## src/rtl/dacseq_pkg.sv

```systemverilog
package dacseq_pkg;

    localparam int BUS_W  = 32;
    localparam int HOLD_W = 16;
    localparam int CODE_W = 12;
    localparam int BYTE_W = 8;
    localparam int PAD_W  = CODE_W - BYTE_W;

    localparam logic [7:0] OFS_CTRL  = 8'h00;
    localparam logic [7:0] OFS_SWTRG = 8'h04;
    localparam logic [7:0] OFS_HOLD  = 8'h08;
    localparam logic [7:0] OFS_CODE  = 8'h0C;
    localparam logic [7:0] OFS_STAT  = 8'h10;
    localparam logic [7:0] OFS_TIME  = 8'h14;

    localparam int STAT_BUSY_BIT = 8;

    typedef enum logic [1:0] {
        WID_12 = 2'b00,
        WID_8  = 2'b01,
        WID_X2 = 2'b10,
        WID_X3 = 2'b11
    } width_e;

    typedef struct packed {
        width_e width;
        logic   lalign;
        logic   trgen;
        logic   urien;
        logic   dmaen;
        logic   ien;
        logic   en;
    } ctrl_t;

    function automatic ctrl_t ctrl_unpack(input logic [BUS_W-1:0] w);
        ctrl_t c;
        c.en     = w[0];
        c.ien    = w[1];
        c.dmaen  = w[2];
        c.urien  = w[3];
        c.trgen  = w[4];
        c.lalign = w[10];
        c.width  = width_e'(w[15:14]);
        return c;
    endfunction

    function automatic logic [BUS_W-1:0] ctrl_pack(input ctrl_t c);
        logic [BUS_W-1:0] r;
        r        = '0;
        r[0]     = c.en;
        r[1]     = c.ien;
        r[2]     = c.dmaen;
        r[3]     = c.urien;
        r[4]     = c.trgen;
        r[10]    = c.lalign;
        r[15:14] = c.width;
        return r;
    endfunction

    // Widths other than the 8-bit code behave as 12-bit.
    function automatic logic [CODE_W-1:0] align_code(input logic [HOLD_W-1:0] h,
                                                     input logic lalign,
                                                     input width_e wid);
        if (wid == WID_8)
            return lalign ? {h[HOLD_W-1 -: BYTE_W], {PAD_W{1'b0}}}
                          : {h[BYTE_W-1:0], {PAD_W{1'b0}}};
        return lalign ? h[HOLD_W-1 -: CODE_W] : h[CODE_W-1:0];
    endfunction

endpackage

```

## src/rtl/dacseq_format.sv

```systemverilog
module dacseq_format
    import dacseq_pkg::*;
(
    input  logic [HOLD_W-1:0] hold,
    input  ctrl_t             ctrl,
    output logic [CODE_W-1:0] code
);
    always_comb code = align_code(hold, ctrl.lalign, ctrl.width);
endmodule

```

## src/rtl/dacseq_timer.sv

```systemverilog
module dacseq_timer #(
    parameter int SETTLE_W = 10
) (
    input  logic                clk,
    input  logic                rst,
    input  logic                load,
    input  logic [SETTLE_W-1:0] settle,
    output logic                busy,
    output logic                done
);
    logic [SETTLE_W-1:0] cnt_q;

    assign done = busy && (cnt_q >= settle);

    always_ff @(posedge clk) begin
        if (rst) begin
            busy  <= 1'b0;
            cnt_q <= '0;
        end else if (load) begin
            busy  <= 1'b1;
            cnt_q <= '0;
        end else if (done) begin
            busy  <= 1'b0;
        end else if (busy) begin
            cnt_q <= cnt_q + 1'b1;
        end
    end

    p_cnt_zero_on_start_r3: assert property (@(posedge clk) disable iff (rst)
        $rose(busy) |-> cnt_q == '0);
endmodule

```

## src/rtl/dacseq_ctrl.sv

```systemverilog
module dacseq_ctrl
    import dacseq_pkg::*;
#(
    parameter int ADDR_W   = 8,
    parameter int SETTLE_W = 10
) (
    input  logic              clk,
    input  logic              rst,
    input  logic              bus_sel,
    input  logic              bus_wr,
    input  logic [ADDR_W-1:0] bus_addr,
    input  logic [31:0]       bus_wdata,
    output logic [31:0]       bus_rdata,
    input  logic              trig_in,
    output logic [11:0]       dac_code,
    output logic              busy,
    output logic              irq,
    output logic              dma_req
);
    ctrl_t               ctrl_q;
    logic [HOLD_W-1:0]   hold_q;
    logic [CODE_W-1:0]   code_q;
    logic [SETTLE_W-1:0] settle_q;
    logic                fin_q, udr_q, fresh_q, start_q, dma_q;
    logic                done, load;
    logic [CODE_W-1:0]   fmt_code;

    logic wr_hit;
    logic wr_ctrl, wr_swtrg, wr_hold, wr_stat, wr_time;
    logic start_req;

    assign wr_hit   = bus_sel && bus_wr;
    assign wr_ctrl  = wr_hit && (bus_addr == ADDR_W'(OFS_CTRL));
    assign wr_swtrg = wr_hit && (bus_addr == ADDR_W'(OFS_SWTRG));
    assign wr_hold  = wr_hit && (bus_addr == ADDR_W'(OFS_HOLD));
    assign wr_stat  = wr_hit && (bus_addr == ADDR_W'(OFS_STAT));
    assign wr_time  = wr_hit && (bus_addr == ADDR_W'(OFS_TIME));

    // Start source chosen by trigger mode; registered one cycle.
    assign start_req = ctrl_q.trgen ? (trig_in || (wr_swtrg && bus_wdata[0])) : wr_hold;
    assign load      = start_q && ctrl_q.en && !busy;

    dacseq_format u_fmt (
        .hold (hold_q),
        .ctrl (ctrl_q),
        .code (fmt_code)
    );

    dacseq_timer #(.SETTLE_W(SETTLE_W)) u_tmr (
        .clk    (clk),
        .rst    (rst),
        .load   (load),
        .settle (settle_q),
        .busy   (busy),
        .done   (done)
    );

    always_ff @(posedge clk) begin
        if (rst) begin
            ctrl_q   <= '0;
            hold_q   <= '0;
            code_q   <= '0;
            settle_q <= '0;
            fin_q    <= 1'b0;
            udr_q    <= 1'b0;
            fresh_q  <= 1'b0;
            start_q  <= 1'b0;
            dma_q    <= 1'b0;
        end else begin
            start_q <= start_req;
            dma_q   <= load && ctrl_q.dmaen;
            if (wr_ctrl) ctrl_q   <= ctrl_unpack(bus_wdata);
            if (wr_hold) hold_q   <= bus_wdata[HOLD_W-1:0];
            if (wr_time) settle_q <= bus_wdata[SETTLE_W-1:0];
            if (load)    code_q   <= fmt_code;

            // Hardware set wins over a simultaneous write-1-to-clear.
            if (done)                         fin_q <= 1'b1;
            else if (load)                    fin_q <= 1'b0;
            else if (wr_stat && bus_wdata[0]) fin_q <= 1'b0;

            if (load && ctrl_q.dmaen && !fresh_q) udr_q <= 1'b1;
            else if (wr_stat && bus_wdata[1])     udr_q <= 1'b0;

            // A holding write in the load cycle stays pending for the next load.
            if (wr_hold)   fresh_q <= 1'b1;
            else if (load) fresh_q <= 1'b0;
        end
    end

    always_comb begin
        bus_rdata = '0;
        case (bus_addr)
            ADDR_W'(OFS_CTRL): bus_rdata = ctrl_pack(ctrl_q);
            ADDR_W'(OFS_HOLD): bus_rdata[HOLD_W-1:0] = hold_q;
            ADDR_W'(OFS_CODE): bus_rdata[CODE_W-1:0] = code_q;
            ADDR_W'(OFS_STAT): begin
                bus_rdata[0]             = fin_q;
                bus_rdata[1]             = udr_q;
                bus_rdata[STAT_BUSY_BIT] = busy;
            end
            ADDR_W'(OFS_TIME): bus_rdata[SETTLE_W-1:0] = settle_q;
            default:           bus_rdata = '0;
        endcase
    end

    assign dac_code = code_q;
    assign dma_req  = dma_q;
    assign irq      = (fin_q && ctrl_q.ien) || (udr_q && ctrl_q.urien);

    p_code_only_on_load_r2: assert property (@(posedge clk) disable iff (rst)
        !load |=> $stable(dac_code));
    p_finish_at_end_r3: assert property (@(posedge clk) disable iff (rst)
        $fell(busy) |-> fin_q);
    p_start_needs_enable_r5: assert property (@(posedge clk) disable iff (rst)
        $rose(busy) |-> $past(ctrl_q.en));
    p_dma_single_pulse_r9: assert property (@(posedge clk) disable iff (rst)
        dma_req |=> !dma_req);
    p_underrun_dma_only_r10: assert property (@(posedge clk) disable iff (rst)
        $rose(udr_q) |-> $past(ctrl_q.dmaen));
endmodule

```

## config.mk

```make
export PLATFORM = sky130hd
export DESIGN_NAME = dacseq_ctrl
export DESIGN_NICKNAME = d
export VERILOG_FILES = /design/src/rtl/dacseq_pkg.sv /design/src/rtl/dacseq_format.sv /design/src/rtl/dacseq_timer.sv /design/src/rtl/dacseq_ctrl.sv
export SDC_FILE = /design/constraint.sdc
export NUM_CORES = 1
export LEC_CHECK = 0
export ABC_CLOCK_PERIOD_IN_PS = 2400
export BUFFER_PORTS_ARGS = -buffer_cell sky130_fd_sc_hd__buf_2
export CAP_MARGIN = 30
export CORE_MARGIN = 4
export CORE_UTILIZATION = 52
export CTS_CLUSTER_DIAMETER = 100
export DETAILED_ROUTE_END_ITERATION = 7
export GPL_ROUTABILITY_DRIVEN = 1
export PLACE_DENSITY = 0.8
export SLEW_MARGIN = 5
export SYNTH_ARGS = -nofsm -noshare
export SYNTH_HDL_FRONTEND = slang
export SYNTH_SLANG_ARGS = --single-unit
export TNS_END_PERCENT = 50
```

## constraint.sdc

```tcl
create_clock -name clk -period 2.4 [get_ports clk]
set_input_delay 0.12 -clock clk [delete_from_list [all_inputs] [get_ports clk]]
set_output_delay 0.12 -clock clk [all_outputs]
set_load 0.02 [all_outputs]
```

======== After elaboration in Yosys (flattened, before gate mapping) ========
Cells that the tools add are included.
storage, ports and cells
  input port bits ......................... 45
  flip-flop bits (word level) ............. 62
operators by class
  add/sub/neg operators ................... 1
  reductions and logical operators ........ 27
  multiplexer cells ....................... 21
  eq/ne operators ......................... 6
  magnitude comparators ................... 1
  bitwise logic cells ..................... 1
operator list
  operator                 count
  $mux W12                 4
  $pmux W6 S4              1
  $eq A8 B4 Y1 const B     2
  $eq A8 B5 Y1 const B     2
  $logic_and A1 B1 Y1      16
  $mux W1                  11
  $add A10 B1 Y10 const B  1
  $ge A10 B10 Y1           1
  $pmux W2 S5              1
  $eq A8 B3 Y1 const B     1
  $logic_not A8 Y1         1
  $pmux W4 S2              1
  $pmux W2 S3              1
  $reduce_bool A2 Y1       3
  $pmux W1 S4              1
  $pmux W1 S3              1
  $reduce_bool A3 Y1       1
  $eq A2 B1 Y1 const B     1
  $logic_not A1 Y1         2
  $logic_or A1 B1 Y1       2
  $reduce_and A2 Y1        1
  $reduce_or A2 Y1         1
  $not A1 Y1               1

======== Longest topological paths before layout ========
Gate-level depths: netlist of the first run.
  depth after elaboration ................. 6
  depth in mapped cells ................... 8

======== Modules after synthesis ========
A second synthesis of the first run with hierarchy kept.
unflattened totals
  cell total of the unflattened synthesis .. 429
  area, all modules ....................... 3701.0 sq um
modules (own cells, without submodules)
  module         area each (sq um)  cells an instance  sequential area each (sq um)  times used
  dacseq_ctrl    2512.4             288                1021.0                        1
  dacseq_timer   838.3              104                220.2                         1
  dacseq_format  350.3              37                 0.0                           1

======== Least setup slack after synthesis of the first run ========
No wires, ideal clock.
  path type ............................... register -> register
  start point ............................. register settle_q[7]
  end point ............................... register u_tmr.cnt_q[4]
  slack ................................... 0.430 ns
  buffers on the path ..................... 0
  data arrival time ....................... 1.900 ns
  library setup time ...................... 0.070 ns
  stages on the path, launching flop included .. 8
  data required time ...................... 2.330 ns
  path through ............................ dfxtp_1 -> inv_1 -> ha_1 -> a211oi_1 -> o21ba_2 -> o211ai_2 -> or4_1 -> a21oi_1
on the way
  word-level cells in the longest chain between the ends .. 4
ends and longest elaborated chain
  element                             line                text
  from (decl)                         dacseq_ctrl.sv:23   logic [SETTLE_W-1:0] settle_q;
  from (signal assigned)              dacseq_ctrl.sv:74   if (wr_time) settle_q <= bus_wdata[SETTLE_W-1:0];
  $ge A10 B10 Y1                      dacseq_timer.sv:13  assign done = busy && (cnt_q >= settle);
  $logic_and A1 B1 Y1                 dacseq_timer.sv:13
  $not A1 Y1 (no source line)         n/a
  $reduce_and A2 Y1 (no source line)  n/a
  to (signal assigned)                dacseq_timer.sv:25  cnt_q <= cnt_q + 1'b1;
  to (decl)                           dacseq_timer.sv:11  logic [SETTLE_W-1:0] cnt_q;
Every way passes these cells.
A chain may end at the register's enable or synchronous reset.

======== Final worst setup path of the first run ========
  start point ............................. register settle_q[7]
  end point ............................... register u_tmr.cnt_q[8]
The elaborated chain is that of the path after synthesis.

==> impl_metrics.json, run 1 <==
{
  "top_layer_used": "met4",
  "p_leak_nw": 1.78,
  "utilization": 0.630,
  "end_kind": "register",
  "drt_pass1_iterations": 8,
  "crit_start": "settle_q[7]",
  "worstMarginPinSlew_ns": 1.00,
  "crit_chain": "inv_1, ha_1, a211oi_1, o21ba_2, o211ai_2, or4_1, a21oi_1",
  "worstSetupPathType": "register to register",
  "hp-start": "bus_wdata[14]",
  "multiInputGateArea_sq_um": 1820,
  "synth_xor_area_frac": 0,
  "numCtsBuffers": 9,
  "cts_buffer_depth": 2,
  "routed_wirelength_mm": 8.45,
  "grt_pass1_vias": 2810,
  "rows": 28,
  "fmax_mhz": 453,
  "cts_hold_buf": 0,
  "min_period_over_period": 0.920,
  "synth_area_sq_um": 3300,
  "layout-drive-gt1-share": 0.204,
  "finalHoldViolCount": 0,
  "ant_nets": 0,
  "ys_ff_latch": 62,
  "synth_edf_count": 0,
  "syn_to_final_growth_pct": 15.0,
  "rsz0062_at_grt": "false",
  "antenna_cells": 0,
  "wl_met1_mm": 3.55,
  "cpPeakStageDelay_ns": 0.53,
  "finalCriticalPeriod_ns": 2.21,
  "synth_adder_area_share": 0.0417,
  "grt_max_degree": 38,
  "htree_levels": 3,
  "antenna_found_initial": 0,
  "synth_compound_area_frac": 0.144,
  "r2r_start": "settle_q[7]",
  "slew_headroom": 0.330,
  "grt_usage": 0.230,
  "slew_violations": 0,
  "nFillCells": 528,
  "ys_types": 43,
  "path_clk_slew_ns": 0.08,
  "yosys.area.top_type": "dfxtp_1",
  "syn_inst": 382,
  "dr_wl_met3_microns": 784,
  "crit_path_start_kind": "register",
  "dp.cells": 500,
  "cts_tree": "done",
  "die_y_microns": 87.7,
  "wl_met2_mm": 4.02,
  "hold_class": "primary input to register",
  "irDropWorstVdd_mv": 0.447,
  "synth_most_common_cell": "dfxtp_1",
  "yosysWarnings": 0,
  "synth.top_cell.area_share": 0.376,
  "synth-async-reset-ratio": 0,
  "cp_slowest_cell": "or4_1",
  "place_congestion": 0.928,
  "finalSetupTns_ns": 0,
  "power_density_nw_per_um2": 592,
  "wire_per_inst_microns": 16.4,
  "pin_count": 92,
  "cp_data_required_time_ns": 2.68,
  "status": "finished clean",
  "initial_core_util": 0.548,
  "cts_sinks": 62,
  "dr.first_iter.drc_count": 264,
  "via_per_inst": 5.83,
  "grt_pass1_wl_mm": 13.7,
  "synthTopCellsByCount": "62 x dfxtp_1, 49 x mux2i_1, 47 x nand2_1, 43 x nor2_1, 20 x a21oi_1",
  "seq_area_sq_um": 1240,
  "drc": 0,
  "dp_hpwl_mm": 6.05,
  "clk_latency_ns": 0.35,
  "gr-total-overflow": 0,
  "port_buffers": 59,
  "clock_skew_ns": 0.00845,
  "synthMuxAreaShare": 0.149,
  "arrival_ns": 2.49,
  "ys_seq_area_frac": 0.376,
  "core_area_sq_um": 6030,
  "synth_top_family_by_area": "simple AND/OR/NAND/NOR gates",
  "ys.flop_type": "dfxtp_1",
  "finalNetCount": 492,
  "floorplan.die_area_sq_um": 7690,
  "ctsResizeCount": 0,
  "finalSetupViolCount": 0,
  "syn_avg_cell_area_sq_um": 8.64,
  "num_vias": 3009,
  "cts_root_buf": "clkbuf_8",
  "post_cts_buffers": 0,
  "drv_cap": 0,
  "crit_fanout": 10,
  "ys_top_cells_by_area": "dfxtp_1 38%, mux2i_1 15%, nand2_1 5.3%",
  "finalNonFillerCells": 516,
  "synthSimpleGateAreaFrac": 0.199,
  "dieWidth_microns": 87.7
}
==> worst max-delay path, delay by kind of cell, from the launching register on <==
| kind | cells | cell delay, ns |
|---|---|---|
| DFF | 1 | 0.36 |
| and+or+nand+nor | 1 | 0.53 |
| AOI/OAI and AO/OA | 4 | 0.90 |
| buffers and inverters | 1 | 0.05 |
| adders and majority gates | 1 | 0.30 |
==> cell usage in the layout, fill, tap and decap left out, types with 2 or more instances in the layout <==
cell type,n
or2_2,2
o21ai_0,19
buf_4,5
buf_2,59
a22oi_1,2
inv_1,17
and2_1,2
nand3b_1,2
a21oi_1,20
conb_1,16
ha_1,11
dfxtp_1,62
mux2i_1,49
clkbuf_8,9
nand2b_1,4
nor2b_1,2
nor2_1,43
and3_1,5
nand3_1,7
a222oi_1,11
a22o_1,4
nand2_1,47
and4_1,2
or3_1,3
clkinvlp_4,3
nand4_1,7
bufinv_16,3
o31ai_1,5
or4_1,4
==> flip-flops by register name (all words and copies together) (netlist names) <==
signal / cells
fresh_q: 1
u_tmr.cnt_q: 10
hold_q: 16
dac_code: 12
dma_req: 1
udr_q: 1
fin_q: 1
u_tmr.busy: 1
ctrl_q: 8
start_q: 1
settle_q: 10
==> power by group <==
group	switching (W)	internal, W
registers	0.000000453	0.00103
logic	0.0000640	0.0000248
clock network	0.000438	0.000692
==> cells by family after synthesis <==
family | count (synthesis)
simple gates | 137
compound gates | 69
flops | 62
buf+inv | 53
mux | 49
fa+ha+maj | 11
other cells | 1
==> final cells by class <==
cell class / instances / area share
multi-input cells: 282 / 0.479
flip-flops and latches: 62 / 0.327
repair buffers: 64 / 0.0877
clock buffers: 9 / 0.0326
clock inverters: 7 / 0.0320
well taps: 75 / 0.0247
inverters: 17 / 0.0168
==> path summary, 6_finish.rpt <==
path                                       end  slack, ns  cells past startpoint
worst max-delay path            u_tmr.cnt_q[8]       0.19                      7
worst min-delay path                 ctrl_q[6]       0.01                      3
worst min register to register           udr_q       0.45                      1
worst max register to register  u_tmr.cnt_q[8]       0.19                      7
==> per-stage QoR <==
stage          worst slack (ns)  hold WS, ns  total power (W)  area, sq um
6_report                  0.193       0.0140          0.00225         3790
5_1_grt                 0.00508       0.0181          0.00231         3790
4_1_cts                   0.209      0.00652          0.00226         3790
3_5_place_dp              0.239        0.372          0.00114         3550
3_3_place_gp              0.289        0.352          0.00114         3550
2_1_floorplan             0.430        0.264          0.00112         3360
==> routing by layer <==
layer	GRT usage	vias up
li1	-	1436
met1	0.294	1417
met2	0.379	145
met3	0.0593	11
met4	0.0725	0
met5	0	-
No activity file was read; power rests on OpenSTA's default activity.
==> run 2, diff against run 1 <==
Settings changed: REMOVE_ABC_BUFFERS set to 1.
==> run 2 against run 1 <==
Compared with the run above:
- fmax down 0.25%
- final area down 0.26%
- sequential cell count unchanged
- register-to-register slack about the same
- largest power group is now sequential cells
- sequential power about the same
- count of clock-buffer cells in the layout up 1
==> impl_metrics.json, run 2 (same netlist as run 1, synthesis figures left out) <==
{
  "status": "finished clean",
  "slew_violations": 0,
  "port_buffers": 59,
  "initial_core_util": 0.548,
  "core_area_sq_um": 6030,
  "die_y_microns": 87.7,
  "end_kind": "register",
  "antenna_found_initial": 0,
  "crit_path_start_kind": "register",
  "num_vias": 2969,
  "finalCriticalPeriod_ns": 2.21,
  "arrival_ns": 2.49,
  "min_period_over_period": 0.922,
  "dpl_cell_area_sq_um": 3570,
  "via_per_inst": 5.72,
  "nFillCells": 527,
  "rows": 28,
  "cts_tree": "done",
  "hp-start": "bus_wdata[13]",
  "path_clk_slew_ns": 0.07,
  "dieWidth_microns": 87.7,
  "routed_wirelength_mm": 8.40,
  "slew_headroom": 0.501,
  "finalSetupTns_ns": 0,
  "reg2reg_slack_ns": 0.19,
  "clock_skew_ns": 0.00668,
  "crit_start": "settle_q[7]",
  "finalInstanceArea_sq_um": 3780,
  "crit_fanout": 10,
  "worstSetupPathType": "register to register",
  "finalSetupViolCount": 0,
  "dr.first_iter.drc_count": 293,
  "cts_hold_buf": 0,
  "rsz0062_at_grt": "false",
  "p_leak_nw": 1.78,
  "layout-drive-gt1-share": 0.212,
  "r2r_start": "settle_q[7]",
  "final_common_cell": "dfxtp_1",
  "cts_sinks": 62,
  "cts_root_buf": "clkbuf_8",
  "irDropWorstVdd_mv": 0.545,
  "grt_usage": 0.229,
  "finalHoldViolCount": 0,
  "final_cell_mix": "62 x dfxtp_1, 59 x buf_2, 49 x mux2i_1",
  "antenna_cells": 0,
  "floorplan.die_area_sq_um": 7690,
  "grt_pass1_wl_mm": 13.7,
  "drc": 0,
  "place_congestion": 0.883,
  "wire_per_inst_microns": 16.2,
  "hold_class": "primary input to register",
  "ant_nets": 0,
  "finalNetCount": 495,
  "gr-total-overflow": 0,
  "grt_max_degree": 25,
  "largest_register": "hold_q",
  "numCtsBuffers": 9,
  "syn_to_final_growth_pct": 14.7,
  "worstMarginPinSlew_ns": 0.747,
  "grt_pass1_vias": 2799,
  "clk_latency_ns": 0.34,
  "cp_data_required_time_ns": 2.68,
  "cts_buffer_depth": 2,
  "drt_pass1_iterations": 7,
  "dp_hpwl_mm": 5.89,
  "fmax_mhz": 452,
  "power_density_nw_per_um2": 549,
  "htree_levels": 3,
  "pin_count": 92,
  "largest_register_ffs": 16,
  "drv_cap": 0
}
## run 2: cell count changes in the layout (fill, tap and decap cells not counted), sizes merged
cell,delta
buf,+3
bufinv,-2
clkbuf,+1
clkinv,+1
## run 2: final timing paths
| check | to | cells after the start |
|---|---|---|
| worst max register to register | u_tmr.cnt_q[4] | 7 |
| worst min register to register | udr_q | 1 |
| worst max-delay path | u_tmr.cnt_q[4] | 7 |
| worst min-delay path | hold_q[13] | 3 |
## run 2: cell type report
class	instances	area, sq um	share of cell area
Clock inverter	6	70.1	0.0185
Tap cell	75	93.8	0.0248
Multi-Input combinational cell	282	1820	0.482
Sequential cell	62	1240	0.328
Inverter	17	63.8	0.0169
Clock buffer	10	138	0.0364
Timing Repair Buffer	67	355	0.0939
## run 2: critical path, cell delays in order (launching register included)
cell	delay, ns
dfxtp_1	0.37
inv_1	0.06
ha_1	0.33
a211oi_2	0.30
o21ba_2	0.22
o211ai_2	0.19
or4_1	0.52
a21oi_1	0.15
## run 2: report_power, final
part           internal [W]  switching, W  total [W]
registers           0.00103   0.000000441    0.00103
clock network      0.000513      0.000445   0.000958
logic             0.0000269     0.0000639  0.0000909
total               0.00157      0.000509    0.00208
## run 2: layer usage
metal | wire length, microns | vias up | track usage
met5 | 0 | - | 0
met4 | 118 | 0 | 0.0711
met3 | 766 | 11 | 0.0659
met2 | 4000 | 139 | 0.378
met1 | 3510 | 1380 | 0.289
li1 | - | 1439 | -
## run 2: repair_timing
action,CTS,global route
resized for setup,0,1
setup endpoints to repair,0,1
buffers inserted,0,0
## run 2: per-stage QoR
stage                     power, W  std cells  hold WS [ns]  worst slack (ns)   util
after floorplan            0.00109        361         0.185             0.430      -
after global placement     0.00114        503         0.351             0.282  0.593
after detailed placement   0.00114        503         0.364             0.188  0.593
after CTS                  0.00209        519       0.00375             0.169  0.627
after global routing       0.00216        519        0.0243            0.0149  0.628
final                      0.00208        519        0.0103             0.188  0.628
